**src/rtl/pva_pkg.sv**
```systemverilog
`timescale 1ns/1ps
// Shared constants and types for the pixel volume accumulator.
package pva_pkg;
    localparam int PIX_W  = 9;
    localparam int ADDR_W = 3;
    localparam int BYTE_W = 8;
    localparam int SQ_W   = 16;                        // width of a squared 8-bit magnitude
    localparam int NREG   = 5;                         // readable result bytes
    localparam logic [PIX_W-1:0] PIX_NEG_INF = 9'h100;

    typedef enum logic {
        MODE_MAG = 1'b0,
        MODE_SQR = 1'b1
    } acc_mode_e;
endpackage

```
**src/rtl/pva_term.sv**
```systemverilog
`timescale 1ns/1ps
// Converts one pixel into the amount it contributes to the total.
// Assumes pixels are two's complement in -255..255, or the reserved negative-infinity code.
// Purely combinational.
module pva_term
    import pva_pkg::*;
(
    input  logic              pix_valid,
    input  logic [PIX_W-1:0]  pix_data,
    input  logic              mode_sqr,
    output logic [SQ_W-1:0]   term,
    output logic              is_neg
);
    logic [7:0] mag;
    logic       skip;

    // Magnitude, skip decision and mode selection
    always_comb begin
        mag    = pix_data[8] ? 8'(~pix_data[7:0] + 8'd1) : pix_data[7:0];
        skip   = (pix_data == PIX_NEG_INF) || !pix_valid;
        is_neg = pix_valid && pix_data[8];
        if (skip)
            term = '0;
        else if (mode_sqr)
            term = 16'(mag) * 16'(mag);
        else
            term = 16'(mag);
    end
endmodule

```
**src/rtl/pva_accum.sv**
```systemverilog
`timescale 1ns/1ps
// Saturating frame accumulator with a sticky negative flag and a frame-end snapshot.
// Assumes SUM_W >= 16. frame_start and frame_end may coincide (a one-pixel frame).
module pva_accum
    import pva_pkg::*;
#(
    parameter int SUM_W = 34
) (
    input  logic             clk,
    input  logic             rst_n,
    input  logic             frame_start,
    input  logic             frame_end,
    input  logic [SQ_W-1:0]  term,
    input  logic             is_neg,
    output logic [SUM_W-1:0] acc_q,
    output logic             neg_q,
    output logic [SUM_W-1:0] snap_sum,
    output logic             snap_neg
);
    localparam int PAD_W = SUM_W + 1 - SQ_W;

    logic [SUM_W-1:0] base;
    logic [SUM_W:0]   wide;
    logic [SUM_W-1:0] next_acc;
    logic             next_neg;

    // Next total: clear on frame start, add term, clamp on carry out
    always_comb begin
        base     = frame_start ? '0 : acc_q;
        wide     = {1'b0, base} + {{PAD_W{1'b0}}, term};
        next_acc = wide[SUM_W] ? {SUM_W{1'b1}} : wide[SUM_W-1:0];
        next_neg = (frame_start ? 1'b0 : neg_q) | is_neg;
    end

    // Running state and snapshot registers
    always_ff @(posedge clk) begin
        if (!rst_n) begin
            acc_q    <= '0;
            neg_q    <= 1'b0;
            snap_sum <= '0;
            snap_neg <= 1'b0;
        end else begin
            acc_q <= next_acc;
            neg_q <= next_neg;
            if (frame_end) begin
                snap_sum <= next_acc;
                snap_neg <= next_neg;
            end
        end
    end
endmodule

```
**src/rtl/pva_regs.sv**
```systemverilog
`timescale 1ns/1ps
// Host register file: the mode bit (write at address 0) and the byte-wide read mux.
// Assumes SUM_W <= 39. Read data is registered on the read strobe.
module pva_regs
    import pva_pkg::*;
#(
    parameter int SUM_W = 34
) (
    input  logic              clk,
    input  logic              rst_n,
    input  logic [ADDR_W-1:0] reg_addr,
    input  logic              rd_en,
    input  logic              wr_en,
    input  logic [BYTE_W-1:0] wr_data,
    input  logic [SUM_W-1:0]  snap_sum,
    input  logic              snap_neg,
    output logic              mode_sqr,
    output logic [BYTE_W-1:0] rd_data
);
    localparam int EXT_W = BYTE_W * NREG - 1;          // 39 result bits below the flag

    logic [EXT_W-1:0]  ext;
    logic [BYTE_W-1:0] bytes [NREG];
    acc_mode_e         mode_q;

    assign ext = EXT_W'(snap_sum);

    genvar g;
    generate
        for (g = 0; g < NREG - 1; g++) begin : g_low
            assign bytes[g] = ext[g*BYTE_W +: BYTE_W];
        end
    endgenerate
    assign bytes[NREG-1] = {snap_neg, ext[EXT_W-1 -: BYTE_W-1]};

    assign mode_sqr = (mode_q == MODE_SQR);

    // Mode register write and registered read
    always_ff @(posedge clk) begin
        if (!rst_n) begin
            mode_q  <= MODE_MAG;
            rd_data <= '0;
        end else begin
            if (wr_en && reg_addr == '0)
                mode_q <= acc_mode_e'(wr_data[0]);
            if (rd_en)
                rd_data <= (int'(reg_addr) < NREG) ? bytes[reg_addr] : '0;
        end
    end
endmodule

```
**src/rtl/pixel_volume_acc.sv**
```systemverilog
`timescale 1ns/1ps
// Pixel volume accumulator top: pixel term, saturating accumulator, host registers.
// Assumes a single clock with a synchronous active-low reset.
module pixel_volume_acc
    import pva_pkg::*;
#(
    parameter int SUM_W = 34
) (
    input  logic              clk,
    input  logic              rst_n,
    input  logic              frame_start,
    input  logic              frame_end,
    input  logic              pix_valid,
    input  logic [PIX_W-1:0]  pix_data,
    input  logic [ADDR_W-1:0] reg_addr,
    input  logic              rd_en,
    input  logic              wr_en,
    input  logic [BYTE_W-1:0] wr_data,
    output logic [BYTE_W-1:0] rd_data
);
    logic [SQ_W-1:0]  term;
    logic             is_neg;
    logic             mode_sqr;
    logic [SUM_W-1:0] acc_q;
    logic             neg_q;
    logic [SUM_W-1:0] snap_sum;
    logic             snap_neg;

    pva_term u_term (
        .pix_valid (pix_valid),
        .pix_data  (pix_data),
        .mode_sqr  (mode_sqr),
        .term      (term),
        .is_neg    (is_neg)
    );

    pva_accum #(.SUM_W(SUM_W)) u_accum (
        .clk         (clk),
        .rst_n       (rst_n),
        .frame_start (frame_start),
        .frame_end   (frame_end),
        .term        (term),
        .is_neg      (is_neg),
        .acc_q       (acc_q),
        .neg_q       (neg_q),
        .snap_sum    (snap_sum),
        .snap_neg    (snap_neg)
    );

    pva_regs #(.SUM_W(SUM_W)) u_regs (
        .clk      (clk),
        .rst_n    (rst_n),
        .reg_addr (reg_addr),
        .rd_en    (rd_en),
        .wr_en    (wr_en),
        .wr_data  (wr_data),
        .snap_sum (snap_sum),
        .snap_neg (snap_neg),
        .mode_sqr (mode_sqr),
        .rd_data  (rd_data)
    );
endmodule

```
**config.mk**
```make
export PLATFORM = sky130hd
export DESIGN_NAME = pixel_volume_acc
export DESIGN_NICKNAME = d
export VERILOG_FILES = /design/src/rtl/pva_pkg.sv /design/src/rtl/pva_term.sv /design/src/rtl/pva_accum.sv /design/src/rtl/pva_regs.sv /design/src/rtl/pixel_volume_acc.sv
export SDC_FILE = /design/constraint.sdc
export NUM_CORES = 1
export LEC_CHECK = 0
export BUFFER_PORTS_ARGS = -buffer_cell sky130_fd_sc_hd__buf_4
export CORE_MARGIN = 1.5
export CORE_UTILIZATION = 30
export CTS_CLUSTER_SIZE = 10
export DETAILED_ROUTE_END_ITERATION = 6
export GPL_TIMING_DRIVEN = 0
export HOLD_SLACK_MARGIN = 0.02
export PLACE_DENSITY_LB_ADDON = 0.2
export SKIP_LAST_GASP = 1
export SYNTH_ARGS = -nofsm -noshare
export SYNTH_HDL_FRONTEND = slang
export SYNTH_SLANG_ARGS = --single-unit
```
**constraint.sdc**
```tcl
create_clock -name clk -period 7.6 [get_ports clk]
set_clock_uncertainty 0.05 [all_clocks]
set_input_delay 0.76 -clock clk [delete_from_list [all_inputs] [get_ports clk]]
set_output_delay 0.76 -clock clk [all_outputs]
set_load 0.02 [all_outputs]
```
**Word-level counts from Yosys, hierarchy flattened**

Index checks and enable logic that the tools add are counted.

- Bits in registers: 79
- Word-level logic and storage cells: 30

- Add/sub/neg operators: 2
- Multipliers: 1
- Order comparisons: 2
- Equal/unequal tests: 1
- Muxes and demuxes: 10
- Bitwise logic cells: 3
- Reduce and logical (&&, ||, !) cells: 5

Operators with widths:

| operator | number |
|---|---|
| $mux 34 | 2 |
| $add 34x16->35 | 1 |
| $mux 16 | 2 |
| $mux 8 | 4 |
| $bmux 8 s3 | 1 |
| $mul 8x8->16 | 1 |
| $eq 9x9->1 const B | 1 |
| $add 8x1->8 const B | 1 |
| $not 8->8 | 1 |
| $ge 4x4->1 const B | 1 |
| $not 3->4 | 1 |
| $logic_not 3->1 | 1 |
| $lt 3x3->1 const B | 1 |
| $logic_and 1x1->1 | 2 |
| $logic_not 1->1 | 1 |
| $logic_or 1x1->1 | 1 |
| $mux 1 | 1 |
| $or 1x1->1 | 1 |

**Logic depth before layout (Yosys ltp)**

- Word-level depth: 8
- Mapped depth: 32
- Mapped depth without buffers: 30

**Cells and area by module**

From an unflattened synthesis, not the netlist that was laid out.

- Cell total of the unflattened synthesis: 767
- Area, all modules: 6633.9 µm²

By module, submodules not included:

| module | instances | cells each | area each (µm²) | seq. area each (µm²) |
|---|---|---|---|---|
| pva_accum | 1 | 456 | 3906.2 | 1401.3 |
| pva_term | 1 | 259 | 2108.3 | 0.0 |
| pva_regs | 1 | 52 | 619.3 | 180.2 |

**Worst setup path after synthesis**

No wires, ideal clock.

- Kind: input-to-reg
- Start: input port pix_data[0]
- End: register u_accum.acc_q[31]
- Setup time: 0.070 ns
- Arrival: 6.919 ns
- Data required time: 7.480 ns
- Path slack: 0.561 ns
- Cell stages on the path: 27
- Buffers on the path: 1
- Path through: inv_2 ha_1 nand2_1 o31ai_1 xor2_1 or2_2 inv_1 fa_1 fa_1 inv_1 fa_1 fa_1 inv_1 ha_1 a2111o_1 a41oi_1 xor2_1 nor2_1 ha_1 buf_2 a21o_1 a211o_1 a221oi_2 a2111oi_0 nor3b_1 a21oi_1 a21oi_1

- Cells in the longest elaborated chain, start to end: 8

RTL lines:

| what | line | RTL |
|---|---|---|
| start: declaration | pixel_volume_acc.sv:14 | `input logic [PIX_W-1:0] pix_data,` |
| $not 8->8 | pva_term.sv:19 | `mag = pix_data[8] ? 8'(~pix_data[7:0] + 8'd1) : pix_data[7:0];` |
| $add 8x1->8 | pva_term.sv:19 |  |
| $mux 8 | pva_term.sv:19 |  |
| $mul 8x8->16 | pva_term.sv:25 | `term = 16'(mag) * 16'(mag);` |
| $mux 16 | pva_term.sv:24 | `else if (mode_sqr)` |
| $mux 16 (*) | pva_term.sv:22 | `if (skip)` |
| $add 34x16->35 (*) | pva_accum.sv:30 | `wide = {1'b0, base} + {{PAD_W{1'b0}}, term};` |
| $mux 34 (*) | pva_accum.sv:31 | `next_acc = wide[SUM_W] ? {SUM_W{1'b1}} : wide[SUM_W-1:0];` |
| end signal: assignment | pva_accum.sv:43 | `acc_q <= next_acc;` |
| end: declaration | pva_accum.sv:15 | `output logic [SUM_W-1:0] acc_q,` |

Mark *: on every way between the ends. The rest lies on a longest branch, timed or not.
A chain may end at the register's enable or synchronous reset.

**Worst setup path after layout**

- Start: input port pix_data[0]
- End: register u_accum.snap_sum[23]

- Cells in the longest elaborated chain, start to end: 8

RTL lines:

| what | line | RTL |
|---|---|---|
| $not 8->8 | pva_term.sv:19 |  |
| $add 8x1->8 | pva_term.sv:19 |  |
| $mux 8 | pva_term.sv:19 |  |
| $mul 8x8->16 | pva_term.sv:25 |  |
| $mux 16 | pva_term.sv:24 |  |
| $mux 16 (*) | pva_term.sv:22 |  |
| $add 34x16->35 (*) | pva_accum.sv:30 |  |
| $mux 34 (*) | pva_accum.sv:31 |  |
| end signal: assignment | pva_accum.sv:46 | `snap_sum <= next_acc;` |
| end: declaration | pva_accum.sv:17 | `output logic [SUM_W-1:0] snap_sum,` |

Marks and branches as above.

==> flow_metrics.py <==
metrics = {
    "drt": {
        "route.antenna.remaining_nets": 0,
        "route.detailed.vias_per_inst": 5.11,
        "drt_iter0_drc": 312,
        "num_vias": 5503,
        "detail_route.first_pass.iterations": 5,
        "drt-total-wl_microns": 17600,
        "routedWlPerCell_microns": 16.3,
        "remaining_drc_errors": 0,
    },
    "sta": {
        "period_share_pct": 95.0,
        "timing.final.max_slew_violations": 0,
        "tightestPinTransition_ns": 0.832,
        "worst_hold_slack_ns": 0.449,
        "timing_hold_violations_final": 0,
        "final_period_minus_worst_setup_slack_ns": 7.22,
        "timing.final.setup_violations": 0,
        "final.setup.tns_ns": 0,
        "fmaxAchievable_ghz": 0.138,
        "max_slew_margin_pct": 43.8,
    },
    "pwr": {
        "powerDensity_mw_per_mm2": 236,
        "cellLeakagePower_nw": 2.96,
        "power.total_mw": 1.69,
        "ir_worst_vdd_uv": 157,
    },
    "logic_synthesis": {
        "netlist_top_cells_area": "sky130_fd_sc_hd__dfxtp_1 (26%), sky130_fd_sc_hd__ha_1 (9.5%), sky130_fd_sc_hd__fa_1 (8.4%)",
        "ys_seq_area_share_pct": 25.6,
        "synth_top_family_by_area": "compound AO/OA/AOI/OAI gates",
        "synthesis.area_sq_mm": 0.00617,
        "ys_async_sr_fraction_pct": 0,
        "synth-adder-area-share_pct": 18.0,
        "synth-compound-area-share_pct": 21.4,
        "synthesis.nets": 858,
        "synth_simple_gate_area_share_pct": 19.3,
        "avgSynthCellArea_sq_um": 8.14,
        "yosys_most_used_dff": "sky130_fd_sc_hd__dfxtp_1",
        "synth_top_cell_area_share_pct": 25.6,
        "syn_inst": 758,
        "synth_enable_flop_cells": 0,
        "yosys.area_share.xor_xnor_pct": 6.10,
        "yosys-mux-area-fraction_pct": 3.43,
        "synth_top_area_cell": "sky130_fd_sc_hd__dfxtp_1",
        "yosysUniqueCellTypes": 68,
        "yosys_warnings": 0,
        "yosys_register_bits": 79,
    },
    "placed_design": {
        "routabilityCongestion": 0.821,
        "port_buffers": 23,
        "detailedPlacementHpwl_microns": 13600,
    },
    "run_status": {
        "run_status": "completed",
    },
    "floorplan": {
        "rows": 52,
        "dieArea_sq_mm": 0.0214,
        "fp.dieW_microns": 146,
        "floorplan.core_area_sq_mm": 0.0202,
        "die_span_in_y_microns": 146,
        "num_io_pins": 35,
        "initial_core_util_pct": 30.5,
    },
    "clocking": {
        "cts_made_buffers": 9,
        "clock_tree_from_tritoncts": "done",
        "cts.path.max_buffers": 2,
        "hold_bufs_at_cts": 0,
        "path_clk_slew_ns": 0.06,
        "h-tree-depth": 3,
        "worst_skew_pair.late_latency_ns": 0.34,
        "cts_root_buf": "sky130_fd_sc_hd__clkbuf_16",
        "cts.sink_count": 79,
    },
    "critical_path": {
        "cpMostUsedCell": "sky130_fd_sc_hd__fa_1",
        "worst_ep_arrival_time_ns": 7.37,
        "crit_end_category": "flip-flop",
        "cp_slowest_cell": "sky130_fd_sc_hd__fa_1",
        "worst_path_max_fanout": 11,
        "start_kind": "input port",
        "timing.critical_path.slowest_cell_delay_ns": 0.55,
        "path_class": "input port to flip-flop",
        "crit_required_ns": 7.75,
    },
    "global_route": {
        "antenna_found_initial": 0,
        "grt_remaining_overflow": 0,
        "grt_pass1_vias": 5322,
        "maximum_number_of_pins_on_one_net_before_global_route_repair": 16,
        "grtUsageTotal_pct": 16.8,
        "grt_first_pass_wirelength_microns": 28300,
    },
    "final_layout": {
        "drive_above_1_share_pct": 13.6,
        "area_growth_pct": 16.3,
        "num-nets-final": 901,
        "insertedDiodeCount": 0,
        "filler_cell_count": 2167,
        "layout.cells.most_common": "sky130_fd_sc_hd__nor2_1",
        "layout_common_cells": "sky130_fd_sc_hd__nor2_1 (98), sky130_fd_sc_hd__dfxtp_1 (79), sky130_fd_sc_hd__a21oi_1 (73), sky130_fd_sc_hd__inv_1 (60)",
    },
    "run": {
        "maxCapViolations": 0,
    },
    "min_path": {
        "min-delay-path-class": "flip-flop to flip-flop",
    },
}
[per-layer routing]
metal	global-route usage [%]	wire length, microns	part of all wire (%)
met5	0	0	0
met3	3.03	640	3.6
met2	26.1	7860	45
met1	24.1	8810	50
met4	4.14	261	1.5
[final timing paths]
kind                            cells after the start  slack (ns)                    to         startpoint
worst max-delay path                               29        0.38  u_accum.snap_sum[23]        pix_data[0]
worst min-delay path                                2        0.45     u_regs.rd_data[0]  u_regs.rd_data[0]
worst max register to register                     12        4.10  u_accum.snap_sum[32]    u_regs.mode_sqr
worst min register to register                      2        0.45     u_regs.rd_data[0]  u_regs.rd_data[0]
[sequential cells by signal, indices dropped and copies added, names as in the netlist]
signal            flops
u_accum.neg_q         1
u_accum.snap_sum     34
u_accum.snap_neg      1
u_regs.rd_data        8
u_accum.acc_q        34
u_regs.mode_sqr       1
[report_power, final]
group	switching [mW]	total, mW	internal [mW]
clock network	0.186	0.420	0.234
registers	0.0105	0.444	0.433
logic	0.483	0.828	0.345
[critical path: cells and delay by family]
family / cells / cell delay [ns]
AO/OA/AOI/OAI: 8 / 1.97
XOR/XNOR: 3 / 0.43
buffers and inverters: 7 / 0.74
adder cells (fa/ha/maj): 7 / 2.74
AND/OR/NAND/NOR: 4 / 0.74
[metrics by stage]
step                      cell area (sq um)  util, %  cells  setup WS, ns
after CTS                              7070     34.9   1073        0.0623
after global routing                   7180     35.5   1076       -0.0113
after global placement                 6680     33.0   1051        -0.763
final                                  7180     35.5   1076         0.378
after detailed placement               6680     33.0   1051        -0.757
after floorplan                        6170        -    758         0.561
[logic make-up after synthesis]
kind of cell,count (synthesis)
xor gates and xnor gates,43
adders and majority gates,73
muxes,11
and+or+nand+nor,249
buffers and inverters,95
AOI/OAI and AO/OA,206
other,2
DFF,79
[final cells by class]
type / count / area (sq um) / share of cell area, %
inverter: 63 / 239 / 3.33
tap: 270 / 338 / 4.71
buffer: 31 / 133 / 1.85
sequential: 79 / 1580 / 22.0
clock inverter: 6 / 51.3 / 0.715
timing repair buffer: 33 / 248 / 3.45
clock buffer: 10 / 239 / 3.33
multi-input combinational: 584 / 4350 / 60.6
[synth_stat cells, drive strengths merged, types with 6 or more instances]
master	count
nor2	99
nand2b	7
fa	26
inv	61
or2	7
o21ai	51
ha	47
nor3	10
a211oi	11
a21oi	77
a31oi	8
nand2	47
xnor2	29
o21a	8
xor2	14
buf	10
nand4	7
nand3	16
clkbuf	22
mux4	8
dfxtp	79
nor2b	30
a21o	11
and3	6
o211ai	7
[timing repair]
action                     4_1_cts  5_1_grt
setup endpoints to repair       58       65
buffers inserted                 6        4
pin swaps                        3        4
gates resized for setup          9       18
No activity file was read; power rests on OpenSTA's default activity.
